==> src/rtl/pinirq_pkg.sv <==
package pinirq_pkg;
  localparam int ADDR_W = 3;

  typedef enum logic [ADDR_W-1:0] {
    RA_SENSE = 3'd0,
    RA_BOTH  = 3'd1,
    RA_POL   = 3'd2,
    RA_MASK  = 3'd3,
    RA_RAW   = 3'd4,
    RA_MSKD  = 3'd5,
    RA_CLR   = 3'd6,
    RA_SPARE = 3'd7
  } reg_addr_e;
endpackage

==> src/rtl/pinirq_cfg.sv <==
module pinirq_cfg
  import pinirq_pkg::*;
#(
  parameter int NPINS = 8
) (
  input  logic              clk,
  input  logic              rst_n,
  input  logic              wr,
  input  logic [ADDR_W-1:0] addr,
  input  logic [NPINS-1:0]  wdata,
  output logic [NPINS-1:0]  sense,
  output logic [NPINS-1:0]  both,
  output logic [NPINS-1:0]  pol,
  output logic [NPINS-1:0]  mask,
  output logic              clr_stb,
  output logic [NPINS-1:0]  clr_bits
);
  reg_addr_e sel;
  assign sel = reg_addr_e'(addr);

  always_ff @(posedge clk or negedge rst_n) begin
    if (!rst_n) begin
      sense <= '0;
      both  <= '0;
      pol   <= '0;
      mask  <= '0;
    end else if (wr) begin
      case (sel)
        RA_SENSE: sense <= wdata;
        RA_BOTH:  both  <= wdata;
        RA_POL:   pol   <= wdata;
        RA_MASK:  mask  <= wdata;
        default:  ;
      endcase
    end
  end

  assign clr_stb  = wr && (sel == RA_CLR);
  assign clr_bits = clr_stb ? wdata : '0;

  // a write to the sense address is visible on the next cycle
  a_r9_sense_write: assert property (@(posedge clk) disable iff (!rst_n)
    (wr && addr == RA_SENSE) |=> (sense == $past(wdata)));
endmodule

==> src/rtl/pinirq_detect.sv <==
module pinirq_detect #(
  parameter int NPINS = 8
) (
  input  logic             clk,
  input  logic [NPINS-1:0] pin_in,
  input  logic [NPINS-1:0] pin_dir,
  input  logic [NPINS-1:0] sense,
  input  logic [NPINS-1:0] both,
  input  logic [NPINS-1:0] pol,
  output logic [NPINS-1:0] set_bits
);
  logic [NPINS-1:0] prev;

  // Tracks the pins continuously, also in reset, so the first cycle after reset sees no false edge.
  always_ff @(posedge clk) prev <= pin_in;

  for (genvar g = 0; g < NPINS; g++) begin : g_pin
    logic changed, match, edge_hit, level_hit;
    assign changed   = pin_in[g] ^ prev[g];
    assign match     = ~(pin_in[g] ^ pol[g]);
    assign edge_hit  = ~sense[g] & ~pin_dir[g] & changed & (both[g] | match);
    assign level_hit = sense[g] & match;
    assign set_bits[g] = edge_hit | level_hit;
  end
endmodule

==> src/rtl/pinirq_status.sv <==
module pinirq_status #(
  parameter int NPINS = 8
) (
  input  logic             clk,
  input  logic             rst_n,
  input  logic [NPINS-1:0] set_bits,
  input  logic [NPINS-1:0] clr_bits,
  output logic [NPINS-1:0] raw
);
  always_ff @(posedge clk or negedge rst_n) begin
    if (!rst_n) raw <= '0;
    else        raw <= (raw & ~clr_bits) | set_bits;
  end

  // cleared bits with no concurrent event are zero next cycle
  a_r6_clear_takes: assert property (@(posedge clk) disable iff (!rst_n)
    1'b1 |=> ((raw & $past(clr_bits & ~set_bits)) == '0));
  // an event always lands, even against a clear
  a_r7_set_lands: assert property (@(posedge clk) disable iff (!rst_n)
    1'b1 |=> ((raw & $past(set_bits)) == $past(set_bits)));
  // no raw bit appears without an event
  a_r2_no_spontaneous_bits: assert property (@(posedge clk) disable iff (!rst_n)
    1'b1 |=> ((raw & ~$past(raw) & ~$past(set_bits)) == '0));
endmodule

==> src/rtl/pinirq_ctrl.sv <==
module pinirq_ctrl
  import pinirq_pkg::*;
#(
  parameter int NPINS = 8
) (
  input  logic              clk,
  input  logic              rst_n,
  input  logic [NPINS-1:0]  pin_in,
  input  logic [NPINS-1:0]  pin_dir,
  input  logic              reg_wr,
  input  logic [ADDR_W-1:0] reg_addr,
  input  logic [NPINS-1:0]  reg_wdata,
  output logic [NPINS-1:0]  reg_rdata,
  output logic              irq
);
  logic [NPINS-1:0] sense, both, pol, mask, clr_bits, set_bits, raw, masked;
  logic             clr_stb;

  pinirq_cfg #(.NPINS(NPINS)) u_cfg (
    .clk(clk), .rst_n(rst_n), .wr(reg_wr), .addr(reg_addr), .wdata(reg_wdata),
    .sense(sense), .both(both), .pol(pol), .mask(mask),
    .clr_stb(clr_stb), .clr_bits(clr_bits)
  );

  pinirq_detect #(.NPINS(NPINS)) u_detect (
    .clk(clk), .pin_in(pin_in), .pin_dir(pin_dir),
    .sense(sense), .both(both), .pol(pol), .set_bits(set_bits)
  );

  pinirq_status #(.NPINS(NPINS)) u_status (
    .clk(clk), .rst_n(rst_n), .set_bits(set_bits), .clr_bits(clr_bits), .raw(raw)
  );

  assign masked = raw & mask;
  assign irq    = |masked;

  always_comb begin
    case (reg_addr_e'(reg_addr))
      RA_SENSE: reg_rdata = sense;
      RA_BOTH:  reg_rdata = both;
      RA_POL:   reg_rdata = pol;
      RA_MASK:  reg_rdata = mask;
      RA_RAW:   reg_rdata = raw;
      RA_MSKD:  reg_rdata = masked;
      default:  reg_rdata = '0;
    endcase
  end

  // a zero mask keeps the line low
  a_r8_no_irq_when_masked: assert property (@(posedge clk) disable iff (!rst_n)
    (mask == '0) |-> !irq);
  // an output pin that is edge-sensed never contributes a new bit
  a_r4_output_pin_quiet: assert property (@(posedge clk) disable iff (!rst_n)
    1'b1 |=> ((raw & ~$past(raw) & $past(pin_dir & ~sense)) == '0));
  // the clear strobe only carries data on the clear address
  a_r6_strobe_scope: assert property (@(posedge clk) disable iff (!rst_n)
    (!clr_stb) |-> (clr_bits == '0));
endmodule

==> config.mk <==
export PLATFORM = sky130hd
export DESIGN_NAME = pinirq_ctrl
export DESIGN_NICKNAME = d
export VERILOG_FILES = /design/src/rtl/pinirq_pkg.sv /design/src/rtl/pinirq_cfg.sv /design/src/rtl/pinirq_detect.sv /design/src/rtl/pinirq_status.sv /design/src/rtl/pinirq_ctrl.sv
export SDC_FILE = /design/constraint.sdc
export NUM_CORES = 1
export LEC_CHECK = 0
export BUFFER_PORTS_ARGS = -buffer_cell sky130_fd_sc_hd__clkbuf_2
export CORE_MARGIN = 3
export CORE_UTILIZATION = 49
export CTS_CLUSTER_SIZE = 40
export DETAILED_ROUTE_END_ITERATION = 12
export PLACE_DENSITY = 0.78
export SETUP_SLACK_MARGIN = 0.1
export SLEW_MARGIN = 20
export SYNTH_ARGS = -nofsm -noshare
export SYNTH_HDL_FRONTEND = slang
export SYNTH_SLANG_ARGS = --single-unit
==> constraint.sdc <==
create_clock -name clk -period 1.6 [get_ports clk]
set_input_delay 0.24 -clock clk [delete_from_list [all_inputs] [get_ports clk]]
set_output_delay 0.24 -clock clk [all_outputs]
set_load 0.005 [all_outputs]
# Yosys cells after proc, flatten, opt, wreduce, memory -nomap -nowiden
# Index checks and enable logic that the tools add are counted.
[word_totals]
rom_bits = 0
latch_bits = 0
mem_bits_rw = 0
wordCells = 113
register_bits = 48
n_memories = 0
output_inout_bits = 9
in_bits = 30
[op_classes]
n_lt_le_gt_ge = 0
bitwise = 92
reduce_logical = 7
n_div = 0
n_eq_ne = 6
add_sub_neg = 0
muxes = 2
shifts = 0
mul = 0
[ops]
columns = ["op", "n"]
rows = [
  ["$pmux 8 s6", 1],
  ["$and 1x1->1", 32],
  ["$not 1->1", 24],
  ["$and 8x8->8", 2],
  ["$or 1x1->1", 16],
  ["$xor 1x1->1", 16],
  ["$eq 3x3->1 const B", 3],
  ["$mux 8", 1],
  ["$not 8->8", 1],
  ["$or 8x8->8", 1],
  ["$reduce_and 2->1", 4],
  ["$reduce_or 8->1", 1],
  ["$eq 3x2->1 const B", 2],
  ["$eq 3x1->1 const B", 1],
  ["$logic_not 3->1", 1],
  ["$logic_and 1x1->1", 1],
]

# Depth between registers and ports, before layout
[depth]
depth_word = 6
mapped_depth = 5
ltp_nobuf = 3

# Modules after synthesis
# From an unflattened synthesis, not the netlist that was laid out.
[hier_totals]
hier_cells = 240
area_unflattened_um2 = 2661.3
[modules_own_cells]
columns = ["mod", "area_per_inst_um2", "instances", "seq_area_each_um2", "cells_per_inst"]
rows = [
  ["pinirq_cfg", 1287.5, 1, 800.8, 80],
  ["pinirq_detect", 589.3, 1, 160.2, 72],
  ["pinirq_ctrl", 494.2, 1, 0.0, 64],
  ["pinirq_status", 290.3, 1, 200.2, 24],
]

# Worst setup path before layout
# No wires, ideal clock.
[synth_timing]
kind = "in2out"
from = "in reg_addr[2]"
to = "out reg_rdata[0]"
path_buffers = 3
t_arrival_ps = 1066
slack_ps = 294
required_ps = 1360
cell_stages = 5
path_cell_list = "clkbuf_2 > buf_2 > buf_2 > a32oi_1 > o22ai_1"
[synth_via]
elab_chain_cells = 2
word_cells_on_any_way = 7
cone_classes = "5 x eq/ne; 1 x mux; 1 x reduce/logical"
[synth_lines]
columns = ["element", "line_no", "rtl"]
rows = [
  ["start: declaration", "pinirq_ctrl.sv:11", "input logic [ADDR_W-1:0] reg_addr,"],
  ["$eq 3x3->1 (tied with other cells)", "pinirq_ctrl.sv:38", "case (reg_addr_e'(reg_addr))"],
  ["$pmux 8 s6 (*)", "pinirq_ctrl.sv:38", ""],
  ["end: declaration", "pinirq_ctrl.sv:13", "output logic [NPINS-1:0] reg_rdata,"],
]
# Every way passes the cells marked *; elsewhere a longest branch is shown, timed or not.

# Final worst setup path
[layout_timing]
from = "reg u_status.raw[7]"
to = "out irq"
[layout_via]
elab_chain_cells = 2
[layout_lines]
columns = ["element", "line_no", "rtl"]
rows = [
  ["start: declaration", "pinirq_status.sv:8", "output logic [NPINS-1:0] raw"],
  ["start signal: assignment", "pinirq_status.sv:12", "else raw <= (raw & ~clr_bits) | set_bits;"],
  ["$and 8x8->8", "pinirq_ctrl.sv:34", "assign masked = raw & mask;"],
  ["$reduce_or 8->1", "pinirq_ctrl.sv:35", "assign irq = |masked;"],
  ["end: declaration", "pinirq_ctrl.sv:14", "output logic irq"],
]
# No other way between the ends.

==> impl_metrics.toml <==
[critical_path]
cp-start-kind = "flip-flop"
worstPathArrival_ns = 1.43
crit_fanout = 4
critical_path_class = "flip-flop to output pin"
r2r-start = "u_cfg.pol[0]"
max_stage_delay_ns = 0.43
crit_slowest_cell = "dfrtp_1"
cp_data_required_time_ns = 1.36
r2r_slack_ns = 0.40
crit_path_cell_trace = "a22o_1 > a221oi_2 > nand3_1 > clkbuf_2"
end_kind = "output pin"
timing.rr.end = "u_status.raw[0]"
reg2reg_depth = 5

[run_status]
status = "finished, violations left"
violations = "setup timing"

[flow_run]
cap_violations = 0

[worst_hold_path]
min-delay-start = "pin_in[6]"
hold_depth = 1
min_to = "u_detect.prev[6]"
hold_path_class = "primary input to flip-flop"

[final_layout]
seqCellArea_um2 = 1160
drive_gt1_share_pct = 39.1
multi_input_area_um2 = 1360
postLayoutCoreUtil_pct = 66.4
n_fill_cell = 375
diodes = 0
nets = 336
syn_to_final_growth_pct = 27.5

[floorplan]
coreArea_um2 = 4850
fp-row-count = 25
die_area_um2 = 6050
initial_core_util_pct = 52.1
num_io_pins = 39
die_h_um = 77.8
die_x_um = 77.8

[power_and_ir_drop]
power_density_nw_per_um2 = 1120
peakVddDrop_mv = 0.759
power.switching_uw = 1010
leakagePower_uw = 0.00140
intPower_uw = 2590
combPwrFrac_pct = 26.2
clkPwrFrac_pct = 29.0
p_sw_share_pct = 28.0
p_seq_share_pct = 44.8

[timing]
worst_pin_slew_ns = 0.512
max_slew_margin_pct = 65.9
setup_viol = 3
fin_crit_sh_pct = 104
clock.fmax_ghz = 0.600
report.final.slew_viol_count = 0
rsz0062_at_grt = "true"
worst_slack_ns = -0.0659
period_minus_slack_ns = 1.67
fin_skew_ns = 0.0111
hold_viol = 0
hold_slack_ns = 0.0755

[detailed_routing]
totalWireLength_um = 5930
drc = 0
via_per_inst = 5.47
vias = 2045
drt_first_iter_violations = 77
first_pass_iters = 4
ant_nets = 0
wl_per_cell_um = 15.9

[synth]
netlist_top_cells_count = "dfrtp_1 (40), mux2_2 (29), nor2b_1 (25), o21ai_0 (18), nand2_1 (16)"
postSynthCellCount = 237
synth_edf_count = 0
ys_types = 38
synth.net_count = 267
synth.most_common_cell = "dfrtp_1"
synth_area_leaders = "dfrtp_1 (40%), mux2_2 (13%), dfxtp_1 (6.3%)"
synth_area_leader_cell = "dfrtp_1"
synth_top_flop_cell = "dfrtp_1"
syn_area_um2 = 2520
synth-seq-cells = 48
ys_warn_count = 0
syn_avg_cell_area_um2 = 10.7
async_reset_ff_share_pct = 83.3
seq_area_frac_synth_pct = 46.0
synth_top_area_share_pct = 39.6

[clocking]
clkTransAtPathRegs_ns = 0.10
cts_buffers = 5
clk_path_buf_depth = 2
cts_tree = "yes"
cts.sink_count = 48
root_buffer = "clkbuf_8"
clkLatencyLatePin_ns = 0.31
cts_max_level = 2

[placement]
gp_congestion = 0.788
port_buffers = 38
hpwl_um = 4180

[global_routing]
antenna_found_initial = 0
overflow = 0
grtUsageTotal_pct = 21.1
grt_pass1_wl_um = 10200
grt_pass1_vias = 2071
grt_max_degree = 41
## worst max path at each step
stage	slack [ns]	end	depth (start not counted)	startpoint
2_1_floorplan	0.29	reg_rdata[0]	5	reg_addr[2]
3_3_place_gp	0.1	reg_rdata[0]	6	reg_addr[0]
3_5_place_dp	0.08	reg_rdata[0]	6	reg_addr[0]
4_1_cts	-0.07	irq	4	u_cfg.mask[6]
5_1_grt	-0.14	irq	4	u_cfg.mask[6]
6_report	-0.07	irq	4	u_status.raw[7]
## critical path, delay by kind of cell, from the launching register on
kind / cells / cell delay (ns)
DFF: 1 / 0.43
AOI/OAI and AO/OA: 2 / 0.43
and+or+nand+nor: 1 / 0.13
buffers and inverters: 1 / 0.13
## power by group through the flow
stage / Sequential (µW) / Clock (µW) / Combinational (µW)
floorplan: 1580 / 0 / 543
global placement: 1640 / 0 / 727
detailed placement: 1660 / 0 / 757
CTS: 1600 / 1060 / 904
global route: 1640 / 1110 / 1050
finish: 1610 / 1040 / 943
## routing by layer
layer	track usage, %	part of all wire, %
met5	0	0
met4	8.01	2.0
met3	4.06	3.1
met2	33.9	50
met1	28.3	45
## cell type report
class | count | share of cell area (%)
multi-input cells | 173 | 42.3
repair buffers | 70 | 13.8
clock buffers | 5 | 2.14
clock inverters | 3 | 2.14
flip-flops and latches | 48 | 36.1
inverters | 8 | 0.933
well taps | 67 | 2.60
## repair_timing
item	4_1_cts	5_1_grt
setup endpoints to repair	8	9
buffers inserted	10	3
gates cloned	0	0
hold buffers	1	0
pin swaps	8	5
endpoints found under the hold margin	13	0
resized for setup	7	9
## kinds of logic (layout without fill, tap and decap cells)
logic type | after synthesis | in the layout | synth area share, %
DFF | 48 | 48 | 46.0
and+or+nand+nor | 73 | 73 | 17.5
buffers and inverters | 16 | 86 | 2.73
AOI/OAI and AO/OA | 53 | 53 | 14.4
muxes | 33 | 33 | 14.5
xor gates and xnor gates | 14 | 14 | 4.86
## through the flow
stage | setup TNS (ns) | total power (µW) | instances | instance area (µm²) | setup WS [ns]
5_1_grt | -0.500 | 3810 | 374 | 3220 | -0.142
3_5_place_dp | 0 | 2410 | 352 | 2910 | 0.0797
6_report | -0.0820 | 3600 | 374 | 3220 | -0.0659
4_1_cts | -0.122 | 3570 | 371 | 3160 | -0.0738
3_3_place_gp | 0 | 2370 | 352 | 2910 | 0.0960
2_1_floorplan | 0 | 2120 | 237 | 2520 | 0.294
## placed cells by master, fill, tap and decap left out, drive strengths merged, types with 2 or more instances in the layout
master	n
nor3	10
mux2i	4
clkbuf	41
nand2	16
mux2	29
inv	9
buf	33
nor2	4
nand4b	3
a32oi	6
a22oi	7
o21ai	19
o311ai	7
dfxtp	8
dfrtp	40
nor2b	25
xnor2	14
o22ai	5
bufinv	2
nand3b	3
nand2b	9
## flip-flops by register name, indices dropped and copies added, names as in the netlist
signal and cells:
u_cfg.pol 8, u_status.raw 8, u_cfg.sense 8, u_cfg.mask 8, u_detect.prev 8, u_cfg.both 8
Power figures use the tool's default switching activity.
